### src/rtl/iobr_pkg.sv
package iobr_pkg;
  localparam int DW       = 32;
  localparam int PW       = 16;
  localparam int WIN_BITS = 23;
  localparam logic [31:0] WIN_BASE_DEF = 32'h8000_0000;

  typedef enum logic [1:0] {SZ_BYTE = 2'd0, SZ_HALF = 2'd1, SZ_WORD = 2'd2, SZ_RSVD = 2'd3} iobr_size_e;
  typedef enum logic [1:0] {ST_IDLE = 2'd0, ST_WAIT = 2'd1, ST_DONE = 2'd2} iobr_state_e;

  localparam logic [PW-1:0] P_GATE    = 16'h0092;
  localparam logic [PW-1:0] P_BANK_LO = 16'h0800;
  localparam logic [PW-1:0] P_BANK_HI = 16'h0851;
  localparam logic [PW-1:0] P_CPUID   = 16'h0800;
  localparam logic [PW-1:0] P_EQUIP   = 16'h080C;
  localparam logic [PW-1:0] P_FLUSH   = 16'h0814;
  localparam logic [PW-1:0] P_LOCK    = 16'h0818;
  localparam logic [PW-1:0] P_CACHE   = 16'h081C;
  localparam logic [PW-1:0] P_MODE    = 16'h0850;
  localparam logic [7:0]    CACHE_KEEP = 8'hC3;

  // Window offset to port number for either mapping.
  function automatic logic [PW-1:0] remap_port(logic [WIN_BITS-1:0] off, logic spread);
    if (spread) return {off[WIN_BITS-1:12], off[4:0]};
    return off[PW-1:0];
  endfunction

  // True for ports answered by the internal register bank.
  function automatic logic bank_hit(logic [PW-1:0] p);
    return (p == P_GATE) || ((p >= P_BANK_LO) && (p <= P_BANK_HI));
  endfunction

  // Size-dependent lane reordering with zero fill.
  function automatic logic [DW-1:0] lane_swap(logic [1:0] sz, logic [DW-1:0] d);
    case (sz)
      SZ_BYTE: return {24'h0, d[7:0]};
      SZ_HALF: return {16'h0, d[7:0], d[15:8]};
      default: return {d[7:0], d[15:8], d[23:16], d[31:24]};
    endcase
  endfunction
endpackage

### src/rtl/iobr_decode.sv
module iobr_decode
  import iobr_pkg::*;
#(
  parameter logic [31:0] WIN_BASE = WIN_BASE_DEF
) (
  input  logic [31:0]   addr,
  input  logic          spread,
  output logic          in_win,
  output logic [PW-1:0] port
);
  localparam int TAG_W = 32 - WIN_BITS;
  localparam logic [TAG_W-1:0] WIN_TAG = WIN_BASE[31:WIN_BITS];

  always_comb begin
    in_win = (addr[31:WIN_BITS] == WIN_TAG);
    port   = remap_port(addr[WIN_BITS-1:0], spread);
  end
endmodule

### src/rtl/iobr_lane_swap.sv
module iobr_lane_swap
  import iobr_pkg::*;
(
  input  logic [1:0]    size,
  input  logic [DW-1:0] din,
  output logic [DW-1:0] dout
);
  always_comb dout = lane_swap(size, din);
endmodule

### src/rtl/iobr_sysregs.sv
module iobr_sysregs
  import iobr_pkg::*;
(
  input  logic          clk,
  input  logic          rst_n,
  input  logic          acc,
  input  logic          we,
  input  logic [PW-1:0] port,
  input  logic [7:0]    wdata,
  output logic [7:0]    rdata,
  output logic          spread
);
  logic [7:0] cache_q;
  logic [7:0] mode_q;

  logic wr_mode_evt, wr_flush_evt;
  assign wr_mode_evt  = acc && we && (port == P_MODE);
  assign wr_flush_evt = acc && we && (port == P_FLUSH);

  always_ff @(posedge clk) begin
    if (!rst_n) begin
      cache_q <= 8'h00;
      mode_q  <= 8'h00;
    end else if (acc && we) begin
      case (port)
        P_CACHE: cache_q <= wdata & CACHE_KEEP;
        P_MODE:  mode_q  <= wdata;
        default: ;
      endcase
    end
  end

  always_comb begin
    case (port)
      P_GATE, P_LOCK: rdata = 8'h00;
      P_CPUID:        rdata = 8'hEF;
      P_EQUIP:        rdata = 8'h3C;
      P_CACHE:        rdata = cache_q;
      P_MODE:         rdata = mode_q;
      default:        rdata = 8'hFF;
    endcase
  end

  assign spread = |mode_q;

  // mapping choice follows the byte last written to the mode port
  a_r4_mode_follows: assert property (@(posedge clk) disable iff (!rst_n)
    wr_mode_evt |=> (spread == ($past(wdata) != 8'h00)));

  // a flush-port write leaves every register unchanged
  a_r10_flush_inert: assert property (@(posedge clk) disable iff (!rst_n)
    wr_flush_evt |=> ($stable(cache_q) && $stable(mode_q)));

  // cache register never holds bits outside the kept set
  a_r9_cache_kept_bits: assert property (@(posedge clk) disable iff (!rst_n)
    (cache_q & ~CACHE_KEEP) == 8'h00);
endmodule

### src/rtl/isa_io_bridge.sv
module isa_io_bridge
  import iobr_pkg::*;
#(
  parameter logic [31:0] WIN_BASE = WIN_BASE_DEF
) (
  input  logic          clk,
  input  logic          rst_n,
  input  logic          h_valid,
  input  logic          h_we,
  input  logic [1:0]    h_size,
  input  logic [31:0]   h_addr,
  input  logic [DW-1:0] h_wdata,
  output logic          h_ready,
  output logic [DW-1:0] h_rdata,
  output logic          io_req,
  output logic          io_we,
  output logic [1:0]    io_size,
  output logic [PW-1:0] io_port,
  output logic [DW-1:0] io_wdata,
  input  logic [DW-1:0] io_rdata,
  input  logic          io_ack
);
  localparam logic [DW-1:0] MISS_DATA = '1;

  iobr_state_e state_q;
  logic          spread, in_win;
  logic [PW-1:0] port;
  logic [7:0]    bank_rdata;
  logic [DW-1:0] wr_swapped, rd_swapped;

  // Named events for assertions
  logic accept, acc_bank, acc_miss, acc_fwd;
  assign accept   = (state_q == ST_IDLE) && h_valid;
  assign acc_bank = accept && in_win && bank_hit(port);
  assign acc_miss = accept && !in_win;
  assign acc_fwd  = accept && in_win && !bank_hit(port);

  iobr_decode #(.WIN_BASE(WIN_BASE)) i_decode (
    .addr(h_addr), .spread(spread), .in_win(in_win), .port(port)
  );

  iobr_sysregs i_sysregs (
    .clk(clk), .rst_n(rst_n), .acc(acc_bank), .we(h_we), .port(port),
    .wdata(h_wdata[7:0]), .rdata(bank_rdata), .spread(spread)
  );

  iobr_lane_swap i_wr_swap (.size(h_size),  .din(h_wdata),  .dout(wr_swapped));
  iobr_lane_swap i_rd_swap (.size(io_size), .din(io_rdata), .dout(rd_swapped));

  always_ff @(posedge clk) begin
    if (!rst_n) begin
      state_q  <= ST_IDLE;
      io_req   <= 1'b0;
      io_we    <= 1'b0;
      io_size  <= 2'd0;
      io_port  <= '0;
      io_wdata <= '0;
      h_rdata  <= '0;
    end else begin
      case (state_q)
        ST_IDLE: begin
          if (acc_fwd) begin
            io_req   <= 1'b1;
            io_we    <= h_we;
            io_size  <= h_size;
            io_port  <= port;
            io_wdata <= h_we ? wr_swapped : '0;
            state_q  <= ST_WAIT;
          end else if (accept) begin
            if (h_we)          h_rdata <= '0;
            else if (acc_bank) h_rdata <= {24'h0, bank_rdata};
            else               h_rdata <= MISS_DATA;
            state_q <= ST_DONE;
          end
        end
        ST_WAIT: begin
          if (io_ack) begin
            io_req  <= 1'b0;
            h_rdata <= io_we ? '0 : rd_swapped;
            state_q <= ST_DONE;
          end
        end
        default: state_q <= ST_IDLE;
      endcase
    end
  end

  assign h_ready = (state_q == ST_DONE);

  // request and its fields hold until acknowledged
  a_r11_req_hold: assert property (@(posedge clk) disable iff (!rst_n)
    (io_req && !io_ack) |=> (io_req && $stable(io_port) && $stable(io_wdata)
                             && $stable(io_we) && $stable(io_size)));

  // completion is a single-cycle pulse
  a_r11_ready_pulse: assert property (@(posedge clk) disable iff (!rst_n)
    h_ready |=> !h_ready);

  // internal-bank accesses never start a port cycle
  a_r7_bank_local: assert property (@(posedge clk) disable iff (!rst_n)
    acc_bank |=> (h_ready && !io_req));

  // out-of-window accesses finish at once without a port cycle
  a_r1_miss_local: assert property (@(posedge clk) disable iff (!rst_n)
    acc_miss |=> (h_ready && !io_req));

  // byte writes carry zero in the upper lanes
  a_r5_byte_zero_fill: assert property (@(posedge clk) disable iff (!rst_n)
    (io_req && io_we && io_size == 2'd0) |-> (io_wdata[31:8] == 24'h0));
endmodule

### config.mk
export PLATFORM = sky130hd
export DESIGN_NAME = isa_io_bridge
export DESIGN_NICKNAME = d
export VERILOG_FILES = /design/src/rtl/iobr_pkg.sv /design/src/rtl/iobr_decode.sv /design/src/rtl/iobr_lane_swap.sv /design/src/rtl/iobr_sysregs.sv /design/src/rtl/isa_io_bridge.sv
export SDC_FILE = /design/constraint.sdc
export NUM_CORES = 1
export LEC_CHECK = 0
export CORE_MARGIN = 2
export CORE_UTILIZATION = 40
export DETAILED_ROUTE_END_ITERATION = 8
export PLACE_DENSITY = 0.84
export SYNTH_ARGS = -nofsm -noshare
export SYNTH_HDL_FRONTEND = slang
export SYNTH_SLANG_ARGS = --single-unit
### constraint.sdc
create_clock -name clk -period 2.4 [get_ports clk]
set_input_delay 0.48 -clock clk [delete_from_list [all_inputs] [get_ports clk]]
set_output_delay 0.48 -clock clk [all_outputs]
set_load 0.01 [all_outputs]
; ---- Word-level counts from Yosys, hierarchy flattened
; Cells that the tools add are included.
[totals]
out_inout_bits = 85
elab_cells = 68
in_bits = 103
register_bits = 98
[op_classes]
n_reduce_logical = 20
magnitude_cmp = 2
muxes = 21
eq_ne = 16
[op_table]
columns = operator, n
row1 = $mux 32, 7
row2 = $pmux 32 s2, 3
row3 = $eq 16x12->1 const B, 5
row4 = $pmux 8 s5, 1
row5 = $mux 16, 2
row6 = $eq 16x8->1 const B, 1
row7 = $ge 16x12->1 const B, 1
row8 = $le 16x12->1 const B, 1
row9 = $eq 9x9->1 const B, 1
row10 = $ne 2x2->1 const B, 4
row11 = $reduce_and 2->1, 4
row12 = $reduce_or 8->1, 1
row13 = $eq 2x1->1 const B, 3
row14 = $logic_and 1x1->1, 6
row15 = $logic_not 2->1, 3
row16 = $mux 2, 3
row17 = $pmux 2 s2, 1
row18 = $reduce_and 4->1, 1
row19 = $mux 1, 3
row20 = $ne 3x3->1 const B, 1
row21 = $reduce_and 3->1, 1
row22 = $eq 2x2->1 const B, 1
row23 = $pmux 1 s2, 1
row24 = $reduce_bool 2->1, 1
row25 = 3 further kinds, 3

; ---- Longest topological paths before layout
[depth]
depth_word = 12
ltp_mapped = 11
depth_no_buf = 7

; ---- Cells and area by module
; Synthesis repeated with hierarchy kept, for this count alone.
[unflattened]
hier_cells = 609
hier_area_um2 = 5326.4
[by_module_without_submodules]
columns = module, area_each_um2, cells_per_inst, n_inst
row1 = isa_io_bridge, 3553.4, 383, 1
row2 = iobr_sysregs, 790.8, 96, 1
row3 = iobr_lane_swap, 375.4, 55, 2
row4 = iobr_decode, 231.5, 20, 1

; ---- Worst setup path before layout
; OpenSTA, ideal clock, no wires.
[synth_timing]
path_type = in2reg
start = input h_addr[13]
end = register h_rdata[12]
setup_slack_ps = -88
path_buffers = 3
path_stages = 10
t_arrival_ps = 2365
path_cell_list = clkbuf_1 -> nor4_1 -> nand4_1 -> and2_1 -> buf_2 -> or3_1 -> o21ba_2 -> buf_2 -> a221oi_1 -> nor2_1
[synth_via]
elab_chain_cells = 11
[synth_lines]
columns = element, line
row1 = "start, declared", isa_io_bridge.sv:11  ; input logic [31:0] h_addr,
row2 = $mux 16, iobr_pkg.sv:23  ; if (spread) return {off[WIN_BITS-1:12], off[4:0]};
row3 = $mux 16 (*), iobr_pkg.sv:24  ; return off[PW-1:0];
row4 = $ge 16x12->1 or $le 16x12->1 (tied branches), iobr_pkg.sv:29  ; return (p == P_GATE) || ((p >= P_BANK_LO) && (p <= P_BANK_HI));
row5 = $logic_and 1x1->1, iobr_pkg.sv:29
row6 = $logic_or 1x1->1 (*), iobr_pkg.sv:29
row7 = $logic_and 1x1->1, isa_io_bridge.sv:34  ; assign acc_bank = accept && in_win && bank_hit(port);
row8 = $mux 32, isa_io_bridge.sv:71  ; else if (acc_bank) h_rdata <= {24'h0, bank_rdata};
row9 = $mux 32, isa_io_bridge.sv:70  ; if (h_we) h_rdata <= '0;
row10 = $mux 32, isa_io_bridge.sv:69  ; end else if (accept) begin
row11 = $mux 32, isa_io_bridge.sv:62  ; if (acc_fwd) begin
row12 = $pmux 32 s2, isa_io_bridge.sv:60  ; case (state_q)
row13 = "end signal, assigned", isa_io_bridge.sv:71
row14 = "end signal, assigned", isa_io_bridge.sv:79  ; h_rdata <= io_we ? '0 : rd_swapped;
row15 = "end, declared", isa_io_bridge.sv:14  ; output logic [DW-1:0] h_rdata,
; Mark *: on every way between the ends. The rest lies on a longest branch, timed or not. The select of a mux whose other input is x is not followed.
; A chain may end at the register's enable or synchronous reset.

; ---- Worst setup path in the final report
[layout_timing]
start = register i_sysregs.mode_q[4]
end = register h_rdata[4]
[layout_via]
elab_chain_cells = 12
[layout_lines]
columns = element, line
row1 = "start, declared", iobr_sysregs.sv:14  ; logic [7:0] mode_q;
row2 = "start signal, assigned", iobr_sysregs.sv:27  ; P_MODE: mode_q <= wdata;
row3 = $reduce_or 8->1, iobr_sysregs.sv:44  ; assign spread = |mode_q;
row4 = $mux 1, iobr_pkg.sv:23
row5 = $mux 16, iobr_pkg.sv:24
row6 = $ge 16x12->1 or $le 16x12->1 (tied branches), iobr_pkg.sv:29
row7 = $logic_and 1x1->1, iobr_pkg.sv:29
row8 = $logic_or 1x1->1, iobr_pkg.sv:29
row9 = $logic_and 1x1->1, isa_io_bridge.sv:34
row10 = $mux 32, isa_io_bridge.sv:71
row11 = $mux 32, isa_io_bridge.sv:70
row12 = $mux 32, isa_io_bridge.sv:69
row13 = $mux 32, isa_io_bridge.sv:62
row14 = $pmux 32 s2, isa_io_bridge.sv:60
; Several ways; a longest one is shown, not always the timed one. The select of a mux whose other input is x is not followed.

==> results by group <==
STA
  – RSZ-0062 raised after global routing: true
  – Setup TNS: -0.598 ns
  – Final period util: 104%
  – Setup Skew: 0.00750 ns
  – Max Clock Freq: 0.401 GHz
  – Slew @ Worst Pin: 0.555 ns
  – Post-layout min period: 2.50 ns
  – Max_slew headroom: 63.0%
  – Post-route setup slack: -0.0967 ns
  – Hold Fails Final Rpt: 0
  – Hold_ws: 0.450 ns
  – Max Slew Vio Count: 0
  – Final setup fails: 27

Pwr
  – Maximum vdd drop: 0.319 mV
  – Total power draw: 3.98 mW
  – Leakage power: 3.33 nW
  – Cell area power density: 476 mW/mm^2

Route
  – DRT iter0 DRCs: 413
  – Total wire length: 17.6 mm
  – Routed wire per std cell: 17.1 um
  – Routed via count: 5569
  – Number of remaining DRC errors: 0
  – Pre-Repair DR Iteration Count: 5
  – Antenna viol nets, final: 0
  – Vias/cell: 5.39

Die
  – Core area: 0.0121 mm^2
  – Num rows: 40
  – Die ar.: 0.0133 mm^2
  – Starting density of the core: 41.2%
  – Top-level I/O count: 188
  – Chip Width: 115 um
  – Die height: 115 um

Layout
  – Synthesis-to-finish area growth: 68.3%
  – Post-Layout Inst Area: 0.00836 mm^2
  – Fin cells: 1034
  – FF/Latch Area: 0.00198 mm^2
  – Layout cells sized above 1: 19.2%
  – Nets@finish: 963
  – Fin util: 69.3%
  – Area of the multi-input gates: 0.00304 mm^2
  – Filler cell count in the final layout: 907

Placed design
  – Number of port buffers: 187
  – Detail Placement HPWL: 12.1 mm
  – Placer Congestion: 0.902
  – Placed insts: 996
  – Placed inst area: 0.00746 mm^2
  – Pre-CTS setup slack: -0.416 ns

Clock tree
  – Longest Clk Path Bufs: 2
  – H-Tree Depth: 3
  – CTS Buf Count: 9
  – TritonCTS clock tree: built
  – Clk Latency, worst-skew pair: 0.34 ns
  – Number of hold buffers added after CTS: 0
  – CTS Sinks: 98
  – Root buffer cell: clkbuf_16
  – Clock Pin Slew Worst Setup and Hold Paths: 0.07 ns

Synthesis
  – Cells after Synth: 617
  – Post-synthesis compound-gate area fraction: 23.1%
  – Synth Warn #: 0
  – Post-synth cell types: 45
  – Mux share of post-synthesis cell area: 6.65%
  – Flops & latches, synth: 98
  – Syn_nets: 720
  – Sequential element share of the synthesized area: 39.5%
  – Post-Synth Simple-Gate Area: 25.5%
  – Post-synth EDFFs: 0
  – Synthesized area per cell: 8.05 um^2
  – Synth Area in Adders: 0%
  – Largest family of logic cells by synthesized area: simple AND/OR/NAND/NOR gates
  – Yosys top cell by area: dfxtp_1
  – Main synth FF type: dfxtp_1
  – XOR/XNOR Fraction of Synth Area: 0%
  – Share of the synthesized area in the top cell type: 39.5%
  – Top cells by area, synth: dfxtp_1 (39%), nand2_1 (7.6%), mux2i_1 (6.6%), a21boi_1 (6.0%), nand3_1 (5.7%)
  – FFs w/ async S/R, synth: 0%
  – Post-Synthesis Cell Area: 0.00497 mm^2

Global routing
  – Largest net degree at the start of global routing: 56
  – First-pass GRT wire length: 26.2 mm
  – GRT Total Usage: 24.9%
  – Overflow after GRT: 0
  – Initial antenna violation count: 1
  – Number of global-route vias before repair: 5346

Worst setup path
  – Cells along the critical path: or4_4 > o211ai_1 > buf_4 > and2_4 > buf_6 > nand4b_1 > o211ai_1 > buf_4 > a41o_1 > a21oi_1
  – Critical Path Start Type: flop
  – Worst path buffer plus inverter count: 3
  – Critical Path End Type: flop
  – CP Depth: 10
  – Kind of critical path: reg -> reg
  – Crit-path slowest cell: or4_4
  – Crit Path Max Fanout: 5
  – Reg2Reg Depth: 10
  – Delay-heaviest family, CP: simple AND/OR/NAND/NOR gates
  – Crit path required time: 2.67 ns
  – Critical path's largest stage delay: 0.58 ns
  – Crit path DAT: 2.77 ns

Min path
  – Worst Hold Class: reg -> reg
  – Worst hold stages: 2

Outcome
  – Status: finished, violations left
  – Violated checks: setup timing

Job
  – Max-Cap Viols: 0
[Yosys cell counts, types with 2 or more instances]
cell type and instances:
or4_4 2, dfxtp_1 98, buf_6 3, o221a_2 4
a21oi_1 25, o21ai_0 49, nand3_1 57, mux2i_1 33
a21boi_1 40, nor2_1 41, clkbuf_1 26, o21ai_1 3
nor3_1 8, and3_1 6, and2_1 4, buf_4 4
nor2b_1 18, buf_2 14, o211a_1 12, nor4b_1 5
a221oi_1 8, o211ai_1 8, a22oi_1 2, o31ai_1 4
nand4b_1 2, inv_1 7, nand2_1 101, or3_1 2
nor4_1 5, nand2b_1 4, nor4_2 2, nand4_1 7
[sequential cells by signal (all words and copies together) (netlist names)]
signal	flops
state_q	2
i_sysregs.cache_q	4
io_size	2
h_rdata	32
io_we	1
io_wdata	32
i_sysregs.mode_q	8
io_port	16
io_req	1
[power breakdown]
part / internal, mW / switching, mW
sequential: 1.67 / 0.0262
combinational: 0.372 / 0.287
clock: 0.979 / 0.651
[layer usage]
metal | vias up | global-route usage (%) | wire length, um
met5 | - | 0 | 0
met4 | 0 | 9.56 | 427
met3 | 34 | 7.43 | 1450
met2 | 247 | 40.5 | 8410
met1 | 2613 | 31.1 | 7370
li1 | 2675 | - | -
[worst reg2reg max path, stage by stage (launching register included)]
cell,delay (ns)
dfxtp_4,0.36
or4_4,0.58
o211ai_1,0.28
buf_4,0.16
and2_4,0.14
buf_6,0.11
nand4b_1,0.14
o211ai_1,0.12
buf_4,0.16
a41o_1,0.22
a21oi_1,0.16
[cell type report]
cell class	instances	area share, %
flip-flops and latches	98	23.6
inverters	7	0.314
multi-input cells	464	36.3
clock buffers	11	3.02
clock inverters	5	1.02
repair buffers	280	33.2
diodes	1	0.0299
well taps	168	2.51
[final timing paths]
path | end | startpoint | slack, ns
worst min register to register | io_wdata[24] | io_wdata[24] | 0.45
worst min-delay path | io_wdata[24] | io_wdata[24] | 0.45
worst max-delay path | h_rdata[4] | i_sysregs.mode_q[4] | -0.1
worst max register to register | h_rdata[4] | i_sysregs.mode_q[4] | -0.1
[placed cells by master (no fill, tap or decap), types with 3 or more instances in the layout]
cell,Yosys,final
nor4_2,2,3
nand3_1,57,55
dlymetal6s2s_1,0,13
a21oi_1,25,24
nor2b_1,18,17
nand2b_1,4,3
buf_4,4,77
o21ai_1,3,3
a221oi_2,0,7
o21ai_0,49,49
buf_6,3,4
dfxtp_1,98,91
buf_12,0,9
inv_1,7,6
and2_1,4,3
nand2_1,101,100
o221a_2,4,3
mux2i_1,33,32
nor4b_2,0,3
o211ai_1,8,8
a21boi_1,40,40
o211a_1,12,12
nand4_1,7,7
and3_1,6,5
clkdlybuf4s50_1,0,172
nor3_2,0,3
nor3_1,8,5
clkbuf_16,0,10
nor2_1,41,41
dfxtp_2,0,5
[kinds of logic (layout without fill, tap and decap cells)]
family / after synthesis / count (layout)
AO/OA/AOI/OAI: 165 / 165
buffers and inverters: 55 / 303
flip-flops: 98 / 98
multiplexers: 33 / 33
other: 0 / 1
AND/OR/NAND/NOR: 266 / 266
[repair_timing]
action / in CTS / in global routing
gates cloned: 2 / 1
resized for setup: 18 / 58
setup buffers: 4 / 16
setup endpoints to repair: 68 / 96
pin swaps: 7 / 21
Note: power is estimated with default switching activity, not from simulation.
